**config.mk**
```make
export PLATFORM = sky130hd
export DESIGN_NAME = pci_legacy_arbiter
export DESIGN_NICKNAME = d
export VERILOG_FILES = /design/src/rtl/arb_pkg.sv /design/src/rtl/arb_rr_pick.sv /design/src/rtl/arb_gnt_decode.sv /design/src/rtl/pci_legacy_arbiter.sv
export SDC_FILE = /design/constraint.sdc
export NUM_CORES = 1
export LEC_CHECK = 0
export BUFFER_PORTS_ARGS = -buffer_cell sky130_fd_sc_hd__clkbuf_2
export CORE_MARGIN = 1
export CORE_UTILIZATION = 35
export DETAILED_ROUTE_END_ITERATION = 8
export HOLD_SLACK_MARGIN = 0.08
export PLACE_DENSITY = 0.64
export SLEW_MARGIN = 20
export SYNTH_ARGS = -nofsm -noshare
export SYNTH_HDL_FRONTEND = slang
export SYNTH_HIERARCHICAL = 1
export SYNTH_SLANG_ARGS = --single-unit
```
**constraint.sdc**
```tcl
create_clock -name clk -period 3.3 [get_ports clk]
set_input_delay 0.33 -clock clk [delete_from_list [all_inputs] [get_ports clk]]
set_output_delay 0.33 -clock clk [all_outputs]
set_load 0.02 [all_outputs]
```
**src/rtl/arb_pkg.sv**
```systemverilog
package arb_pkg;
   typedef enum logic {
      ST_OWN   = 1'b0,
      ST_DRAIN = 1'b1
   } arb_st_e;
endpackage

```
**src/rtl/arb_rr_pick.sv**
```systemverilog
module arb_rr_pick #(
   parameter int NR = 8,
   parameter int IW = 3
) (
   input  logic [NR-1:0] req,
   input  logic [IW-1:0] last,
   output logic          any,
   output logic [IW-1:0] win
);
   logic [IW:0] pos;

   always_comb begin
      any = 1'b0;
      win = last;
      pos = '0;
      for (int k = 1; k <= NR; k++) begin
         pos = {1'b0, last} + (IW+1)'(k);
         if (pos >= (IW+1)'(NR)) pos = pos - (IW+1)'(NR);
         if (!any && req[pos[IW-1:0]]) begin
            any = 1'b1;
            win = pos[IW-1:0];
         end
      end
   end
endmodule

```
**src/rtl/arb_gnt_decode.sv**
```systemverilog
module arb_gnt_decode #(
   parameter int NR = 8,
   parameter int IW = 3
) (
   input  logic          en_ring,
   input  logic [IW-1:0] idx,
   input  logic          en_sb,
   output logic [NR-1:0] ring_gnt_n,
   output logic          sb_gnt_n
);
   for (genvar i = 0; i < NR; i++) begin : g_line
      assign ring_gnt_n[i] = ~(en_ring && (idx == IW'(i)));
   end
   assign sb_gnt_n = ~en_sb;
endmodule

```
**src/rtl/pci_legacy_arbiter.sv**
```systemverilog
module pci_legacy_arbiter
   import arb_pkg::*;
#(
   parameter int N_MST = 7
) (
   input  logic             clk,
   input  logic             rst_n,
   input  logic             host_req_n,
   input  logic [N_MST-1:0] req_n,
   input  logic             sb_req_n,
   input  logic             frame_n,
   input  logic             irdy_n,
   output logic             host_gnt_n,
   output logic [N_MST-1:0] gnt_n,
   output logic             sb_gnt_n
);
   localparam int NR = N_MST + 1;
   localparam int IW = (NR > 2) ? $clog2(NR) : 1;

   if (N_MST < 1 || N_MST > 15) begin : g_bad_cfg
      $error("pci_legacy_arbiter: N_MST must be 1..15");
   end

   arb_st_e       st_q, st_d;
   logic          own_sb_q, own_sb_d;
   logic [IW-1:0] own_q, own_d;
   logic [IW-1:0] last_q, last_d;

   logic [NR-1:0] ring_req;
   logic          sb_req, bus_idle, others, any_ring;
   logic [IW-1:0] pick;
   logic [NR-1:0] ring_gnt_n;

   assign ring_req = ~{req_n, host_req_n};
   assign sb_req   = ~sb_req_n;
   assign bus_idle = frame_n & irdy_n;
   assign others   = (|(ring_req & ~(NR'(1) << own_q))) | sb_req;

   arb_rr_pick #(.NR(NR), .IW(IW)) i_pick (
      .req  (ring_req),
      .last (last_q),
      .any  (any_ring),
      .win  (pick)
   );

   always_comb begin
      st_d     = st_q;
      own_sb_d = own_sb_q;
      own_d    = own_q;
      last_d   = last_q;
      if (st_q == ST_OWN) begin
         if (own_sb_q) begin
            if (!sb_req) st_d = ST_DRAIN;
         end else if (others) begin
            st_d = ST_DRAIN;
         end else if (!ring_req[own_q] && own_q != '0) begin
            st_d = ST_DRAIN;
         end
      end else if (bus_idle) begin
         st_d = ST_OWN;
         if (sb_req) begin
            own_sb_d = 1'b1;
         end else begin
            own_sb_d = 1'b0;
            own_d    = any_ring ? pick : '0;
            last_d   = any_ring ? pick : '0;
         end
      end
   end

   always_ff @(posedge clk) begin
      if (!rst_n) begin
         st_q     <= ST_OWN;
         own_sb_q <= 1'b0;
         own_q    <= '0;
         last_q   <= '0;
      end else begin
         st_q     <= st_d;
         own_sb_q <= own_sb_d;
         own_q    <= own_d;
         last_q   <= last_d;
      end
   end

   arb_gnt_decode #(.NR(NR), .IW(IW)) i_dec (
      .en_ring    (st_q == ST_OWN && !own_sb_q),
      .idx        (own_q),
      .en_sb      (st_q == ST_OWN && own_sb_q),
      .ring_gnt_n (ring_gnt_n),
      .sb_gnt_n   (sb_gnt_n)
   );

   assign host_gnt_n = ring_gnt_n[0];
   assign gnt_n      = ring_gnt_n[NR-1:1];

   logic [NR-1:0] g_ring;
   logic [NR:0]   g_all;
   assign g_ring = ~{gnt_n, host_gnt_n};
   assign g_all  = {~sb_gnt_n, g_ring};


   one_grant_chk: assert property (@(posedge clk) disable iff (!rst_n)
      $onehot0(g_all));


   handover_gap_chk: assert property (@(posedge clk) disable iff (!rst_n)
      (g_all != '0 && g_all != $past(g_all)) |-> $past(g_all) == '0);


   ring_preempt_chk: assert property (@(posedge clk) disable iff (!rst_n)
      (g_ring != '0 && ((ring_req & ~g_ring) != '0 || !sb_req_n)) |=> g_all == '0);


   sb_hold_chk: assert property (@(posedge clk) disable iff (!rst_n)
      (!sb_gnt_n && !sb_req_n) |=> !sb_gnt_n);


   drain_wait_chk: assert property (@(posedge clk) disable iff (!rst_n)
      (g_all == '0 && !(frame_n && irdy_n)) |=> g_all == '0);


   sb_first_chk: assert property (@(posedge clk) disable iff (!rst_n)
      (g_all == '0 && frame_n && irdy_n && !sb_req_n) |=> !sb_gnt_n);


   park_host_chk: assert property (@(posedge clk) disable iff (!rst_n)
      (g_all == '0 && frame_n && irdy_n && ring_req == '0 && sb_req_n) |=> !host_gnt_n);
endmodule

```
==> results of run 1 <==
-- per-stage QoR --
step | cell area, um^2 | std cells
after global placement | 1446 | 213
final | 1491 | 217
after floorplan | 1300 | 149
after detailed placement | 1446 | 213
after global routing | 1491 | 217
after CTS | 1491 | 217
-- synth_stat cells, drive strengths merged, types with 2 or more instances --
| cell | instances | area [um^2] |
|---|---|---|
| a31oi | 2 | 12.51 |
| nand3 | 5 | 25.02 |
| o21ai | 9 | 45.04 |
| inv | 14 | 52.55 |
| mux2 | 6 | 75.07 |
| xnor2 | 4 | 35.03 |
| mux4 | 12 | 270.3 |
| mux2i | 8 | 105.1 |
| a21boi | 3 | 22.52 |
| buf | 6 | 42.54 |
| nor2 | 10 | 37.54 |
| dfxtp | 5 | 100.1 |
| a221oi | 3 | 26.28 |
| a21oi | 4 | 20.02 |
| o41a | 2 | 22.52 |
| o211ai | 3 | 27.52 |
| ha | 2 | 25.02 |
| nand2b | 2 | 12.51 |
| a32oi | 3 | 26.28 |
| nand4b | 3 | 26.28 |
| nand2 | 13 | 48.80 |
| o21bai | 3 | 22.52 |
| nor2b | 5 | 31.28 |
| nand4bb | 3 | 33.78 |
-- kinds of logic after synthesis --
group	count (synthesis)	share of synthesized area
AO/OA/AOI/OAI	37	0.2079
XOR/XNOR	5	0.03368
AND/OR/NAND/NOR	53	0.2397
flip-flops	5	0.07700
adder cells (fa/ha/maj)	2	0.01925
buffers and inverters	21	0.07603
multiplexers	26	0.3465
-- final timing paths --
check                  from   endpoint  slack (ps)  cells after the start
setup / recovery  last_q[0]  last_q[1]         510                     11
hold / removal        rst_n       st_q         390                      3
setup reg to reg  last_q[0]  last_q[1]         510                     11
hold reg to reg    own_sb_q   own_sb_q         540                      2
-- metal layers --
| layer | global-route usage | wire length, um | vias to the layer above |
|---|---|---|---|
| met5 | 0 | 0 | - |
| met4 | 0.03779 | 19 | 0 |
| met3 | 0.03650 | 155 | 4 |
| met2 | 0.3065 | 1714 | 39 |
| met1 | 0.2159 | 1428 | 638 |
| li1 | - | - | 620 |
-- registers in the layout, summed over array words and instances (netlist names) --
name      count
last_q        3
own_sb_q      1
st_q          1
-- power by group through the flow --
stage	Combinational, mW	Sequential [mW]	Clock (mW)
2_1_floorplan	0.117	0.0670	0
3_3_place_gp	0.149	0.0658	0
3_5_place_dp	0.156	0.0659	0
4_1_cts	0.157	0.0651	0.114
5_1_grt	0.172	0.0655	0.119
6_report	0.157	0.0651	0.112
-- critical path, delay by kind of cell, from the launching register on --
| kind | cells | cell delay [ps] |
|---|---|---|
| AO/OA/AOI/OAI | 3 | 470 |
| adder cells (fa/ha/maj) | 1 | 340 |
| buffers and inverters | 2 | 310 |
| multiplexers | 2 | 740 |
| AND/OR/NAND/NOR | 3 | 530 |
| flip-flops | 1 | 310 |
-- final cells by class --
type	count	area (um^2)
fill	349	1951
multi-input combinational	123	1101
timing repair buffer	25	135.1
sequential	5	100.1
tap	46	57.56
inverter	14	52.55
clock buffer	4	45.04
==> out/results.txt, run 1 <==
Number of synthesized flops with an enable pin - 0
CP max stage delay - 370 ps
CTS Root Cell - clkbuf_8
TritonCTS Buffers - 3
Flop pwr share - 0.195
NetSw - 117.5 uW
GPL Wtd Cong - 0.8955
Worst vdd ir - 231.8 uV
Syn Nets - 164
Cell Area, Synth - 1300 um^2
Unique masters post-synth - 48
Required time of the critical path - 3440 ps
Final hold violations - 0
Die W - 62.95 um
I/O pin count - 22
N_diodes - 0
Period minus WS final - 2786 ps
Static leakage - 0.5455 nW
Post-CTS Setup Bufs - 0
Synth Warn # - 6
Final setup viols - 0
Post-synthesis sequential area ratio - 0.07700
CP Launch Type - flop
Outcome - finished, final reports clean
Clk sinks - 5
Vias after detailed routing - 1301
Ys flop type - dfxtp_1
Commonest non-fill, non-tap cell in the layout - clkbuf_2
Vias in the first global route - 1272
PnR worst setup slack - 513.6 ps
Nets - 187
Final Max Tran Viols - 0
Slew HR - 0.6125
Async SR Flop Fraction - 0
Setup Crit Path Kind - reg -> reg
Largest net degree at the start of global routing - 33
Initial Utilization - 0.3777
Die area - 3962 um^2
WL final - 3.317 mm
Area delta synth->final - 14.73%
Worst path slowest cell - mux4_2
Critical path peak fanout - 10
Yosys reg bits - 5
First-pass GRT wire length - 5.713 mm
Routed Antenna Nets - 0
Comb power frac - 0.471
CTS tree - done
Buffers on Ports - 21
# rows - 21
Most frequent cells in the layout - clkbuf_2 (21), inv_1 (14), nand2_1 (13)
Layout cells sized above 1 - 0.3041
Max Cap Viol - 0
Syn Inst Count - 149
Clock buffer depth - 2
Post-Syn Area per Cell - 8.725 um^2
Post-DP HPWL - 2.586 mm
Via/cell ratio - 5.995
Initial antenna violation count - 0
Clock power share - 0.334
CP endpoint kind - flop
Die Y - 62.95 um
Post_cts resized - 0
Hold crit path type - in -> reg
Clock insertion delay at the later pin of the skew report - 220 ps
Critical path arrival - 2930 ps
Initial DRC count - 94
RSZ-0062 raised after global routing - false
Cell Chain, Critical Path - inv_1 > ha_1 > buf_4 > mux4_2 > mux2i_1 > and4_1 > nand2_1 > o41a_1 > o21ai_1 > nand3_1 > a21boi_0
Drt first pass iters - 5
DR WL/cell - 15.29 um
Worst-Margin Slew - 580.5 ps
WHS - 388.1 ps
Pint - 216.3 uW
Remaining DRCs - 0
Max Freq - 358.9 MHz
Post-Route Setup TNS - 0 ps
Place WS - 529.8 ps
Clock skew - 1.608 ps
Power Total - 333.8 uW
Grt ovf - 0
Total Routing Usage GR - 0.1745
Period utilisation layout - 0.8444
Htree depth - 1
Final cell utilization of the core - 0.4333
Hold buffers post-CTS - 0
Switching Share - 0.3521
Core ar. - 3442 um^2
Power Density - 223.8 nW/um^2
Clock transition at the registers of the reported paths - 30 ps
No activity file was read; power rests on OpenSTA's default activity.
==> run 2: changes to the inputs <==
==> constraint.sdc (replaced) <==
create_clock -name clk -period 2.5 [get_ports clk]
set_input_delay 0.25 -clock clk [delete_from_list [all_inputs] [get_ports clk]]
set_output_delay 0.25 -clock clk [all_outputs]
set_load 0.02 [all_outputs]
==> run 2 against run 1 <==
  * The flow now finishes with violations (setup timing)
  * Clock skew grew 1.7 ps
  * Clock power up 38%
  * Maximum frequency up 10%
  * Sequential power increased by 30%
  * Critical path type unchanged
==> out/results.txt, run 2 (synthesis gave the netlist of run 1 again) <==
Clock power share - 0.315 (-0.019)
Most frequent cells in the layout - clkbuf_2 (21), buf_4 (15), nand2_1 (13)
Worst path slowest cell - mux4_2
Place WS - -55.01 ps (-584.8 ps)
Nets - 201 (+7.5%)
RSZ-0062 raised after global routing - true
CTS Root Cell - clkbuf_8
Clock transition at the registers of the reported paths - 40 ps (about the same)
CP Launch Type - flop
First-pass GRT wire length - 6.058 mm (+6.0%)
Commonest non-fill, non-tap cell in the layout - clkbuf_2
Clock skew - 3.347 ps (+1.740 ps)
Number of flip-flops in the largest register - 3 (unchanged)
FF+latch area - 107.6 um^2 (+7.5%)
Clk sinks - 5 (unchanged)
Outcome - finished with violations
DR WL/cell - 15.40 um (+0.74%)
Critical path peak fanout - 5 (-5)
N_diodes - 0 (unchanged)
CP max stage delay - 580 ps (+210 ps)
Hold buffers post-CTS - 0 (unchanged)
Period minus WS final - 2532 ps (-254.6 ps)
Drt first pass iters - 4 (-1)
CP bufs+invs - 1 (-1)
Max Freq - 395.0 MHz (+10%)
Initial Utilization - 0.3777 (unchanged)
Final hold violations - 0 (unchanged)
WL final - 3.557 mm (+7.2%)
TritonCTS Buffers - 3 (unchanged)
Setup Crit Path Kind - reg -> reg
Power Density - 289.8 nW/um^2 (+29%)
Final setup viols - 2 (+2)
Via/cell ratio - 5.887 (-1.8%)
GPL Wtd Cong - 0.8652 (-3.4%)
CTS tree - done
Layout cells sized above 1 - 0.4324 (+0.1283)
Clock buffer depth - 2 (unchanged)
NetSw - 174.9 uW (+49%)
Required time of the critical path - 2610 ps (-830 ps)
Fillers - 335 (-4.0%)
Routed Antenna Nets - 0 (unchanged)
Remaining DRCs - 0 (unchanged)
Cell Chain, Critical Path - inv_2 > ha_4 > mux4_2 > mux2i_4 > nand2_1 > or3_4 > a311oi_2 > a221oi_2 > nand3_1 > a21boi_1
Switching Share - 0.3573 (+0.005273)
Largest Register - last_q
Placed Cells - 222 (+4.2%)
R2R Setup Slk - -30 ps (-550 ps)
Multi-input gate area - 1166 um^2 (+5.9%)
Max Cap Viol - 0 (unchanged)
CP endpoint kind - flop
PnR worst setup slack - -31.76 ps (-545.4 ps)
Area delta synth->final - 29.93%
Worst vdd ir - 216.3 uV (-6.7%)
Failing checks - setup timing
Clock insertion delay at the later pin of the skew report - 220 ps (about the same)
Initial DRC count - 83 (-12%)
Die Y - 62.95 um (unchanged)
Critical path arrival - 2640 ps (-290 ps)
Largest regs - last_q x3, own_sb_q x1, st_q x1
Die W - 62.95 um (unchanged)
Non-filler instance count after layout - 231 (+6.5%)
Hold crit path type - in -> reg
Post-Route Setup TNS - -48.34 ps (-48.34 ps)
Static leakage - 0.6306 nW (+16%)
Vias after detailed routing - 1360 (+4.5%)
Delay-heaviest family, CP - multiplexers
Htree depth - 1 (unchanged)
Buffers on Ports - 21 (unchanged)
# rows - 21 (unchanged)
Post-DP HPWL - 2.627 mm (+1.6%)
Slew HR - 0.6473 (+0.03485)
Core ar. - 3442 um^2 (unchanged)
Initial antenna violation count - 0 (unchanged)
I/O pin count - 22 (unchanged)
Pint - 314.6 uW (+45%)
Flop pwr share - 0.173 (-0.022)
Grt ovf - 0 (unchanged)
Period utilisation layout - 1.013 (+0.1683)
Vias in the first global route - 1299 (+2.1%)
Total Routing Usage GR - 0.1880 (+0.01352)
Largest net degree at the start of global routing - 33 (unchanged)
Comb power frac - 0.512 (+0.041)
Final Max Tran Viols - 0 (unchanged)
Worst-Margin Slew - 527.1 ps (-53.43 ps)
Die area - 3962 um^2 (unchanged)
run 2: cell count changes in the layout (fill, tap and decap cells not counted), sizes merged:
cell  previous run  this run
buf              4        18
run 2: per-stage QoR:
step	hold slack (ps)	cell area (um^2)	total power, mW	util
2_1_floorplan	366.2	1339	0.2455	-
3_3_place_gp	526.5	1546	0.2968	0.4493
3_5_place_dp	531.7	1546	0.3036	0.4493
4_1_cts	301.9	1615	0.4609	0.4693
5_1_grt	324.2	1689	0.5234	0.4907
6_report	299.4	1689	0.4895	0.4907
run 2: power by group through the flow:
stage          Clock [mW]  Combinational (mW)  Sequential (mW)
5_1_grt             0.166               0.272           0.0853
3_3_place_gp            0               0.211           0.0856
6_report            0.154               0.250           0.0848
4_1_cts             0.153               0.223           0.0846
2_1_floorplan           0               0.158           0.0872
3_5_place_dp            0               0.218           0.0858
run 2: worst register-to-register path, stage by stage (launching register included):
cell      delay, ps
dfxtp_4         360
inv_2            40
ha_4            270
mux4_2          580
mux2i_4         210
nand2_1         100
or3_4           360
a311oi_2        260
a221oi_2         80
nand3_1         100
a21boi_1         60
run 2: per-layer routing:
metal / vias to the layer above / share of wire / global-route usage
met4: 0 / 0.0065 / 0.03779
met3: 2 / 0.029 / 0.02372
met5: - / 0 / 0
met1: 673 / 0.45 / 0.2531
met2: 36 / 0.51 / 0.3185
li1: 649 / - / -
run 2: timing repair:
action / in CTS / in global routing
resized for setup: 3 / 13
pin swaps: 1 / 4
setup buffers: 1 / 4
endpoints found under the setup margin: 3 / 3
run 2: path summary, 6_finish.rpt:
kind / startpoint / end / depth (start not counted)
worst min register to register: own_sb_q / own_sb_q / 2
worst max-delay path: last_q[1] / last_q[2] / 10
worst max register to register: last_q[1] / last_q[2] / 10
worst min-delay path: rst_n / st_q / 3
run 2: cell type report:
| type | count | share of cell area |
|---|---|---|
| Inverter | 14 | 0.03111 |
| Multi-Input combinational cell | 123 | 0.6904 |
| Tap cell | 46 | 0.03407 |
| Sequential cell | 5 | 0.06370 |
| Clock buffer | 4 | 0.02667 |
| Timing Repair Buffer | 39 | 0.1541 |
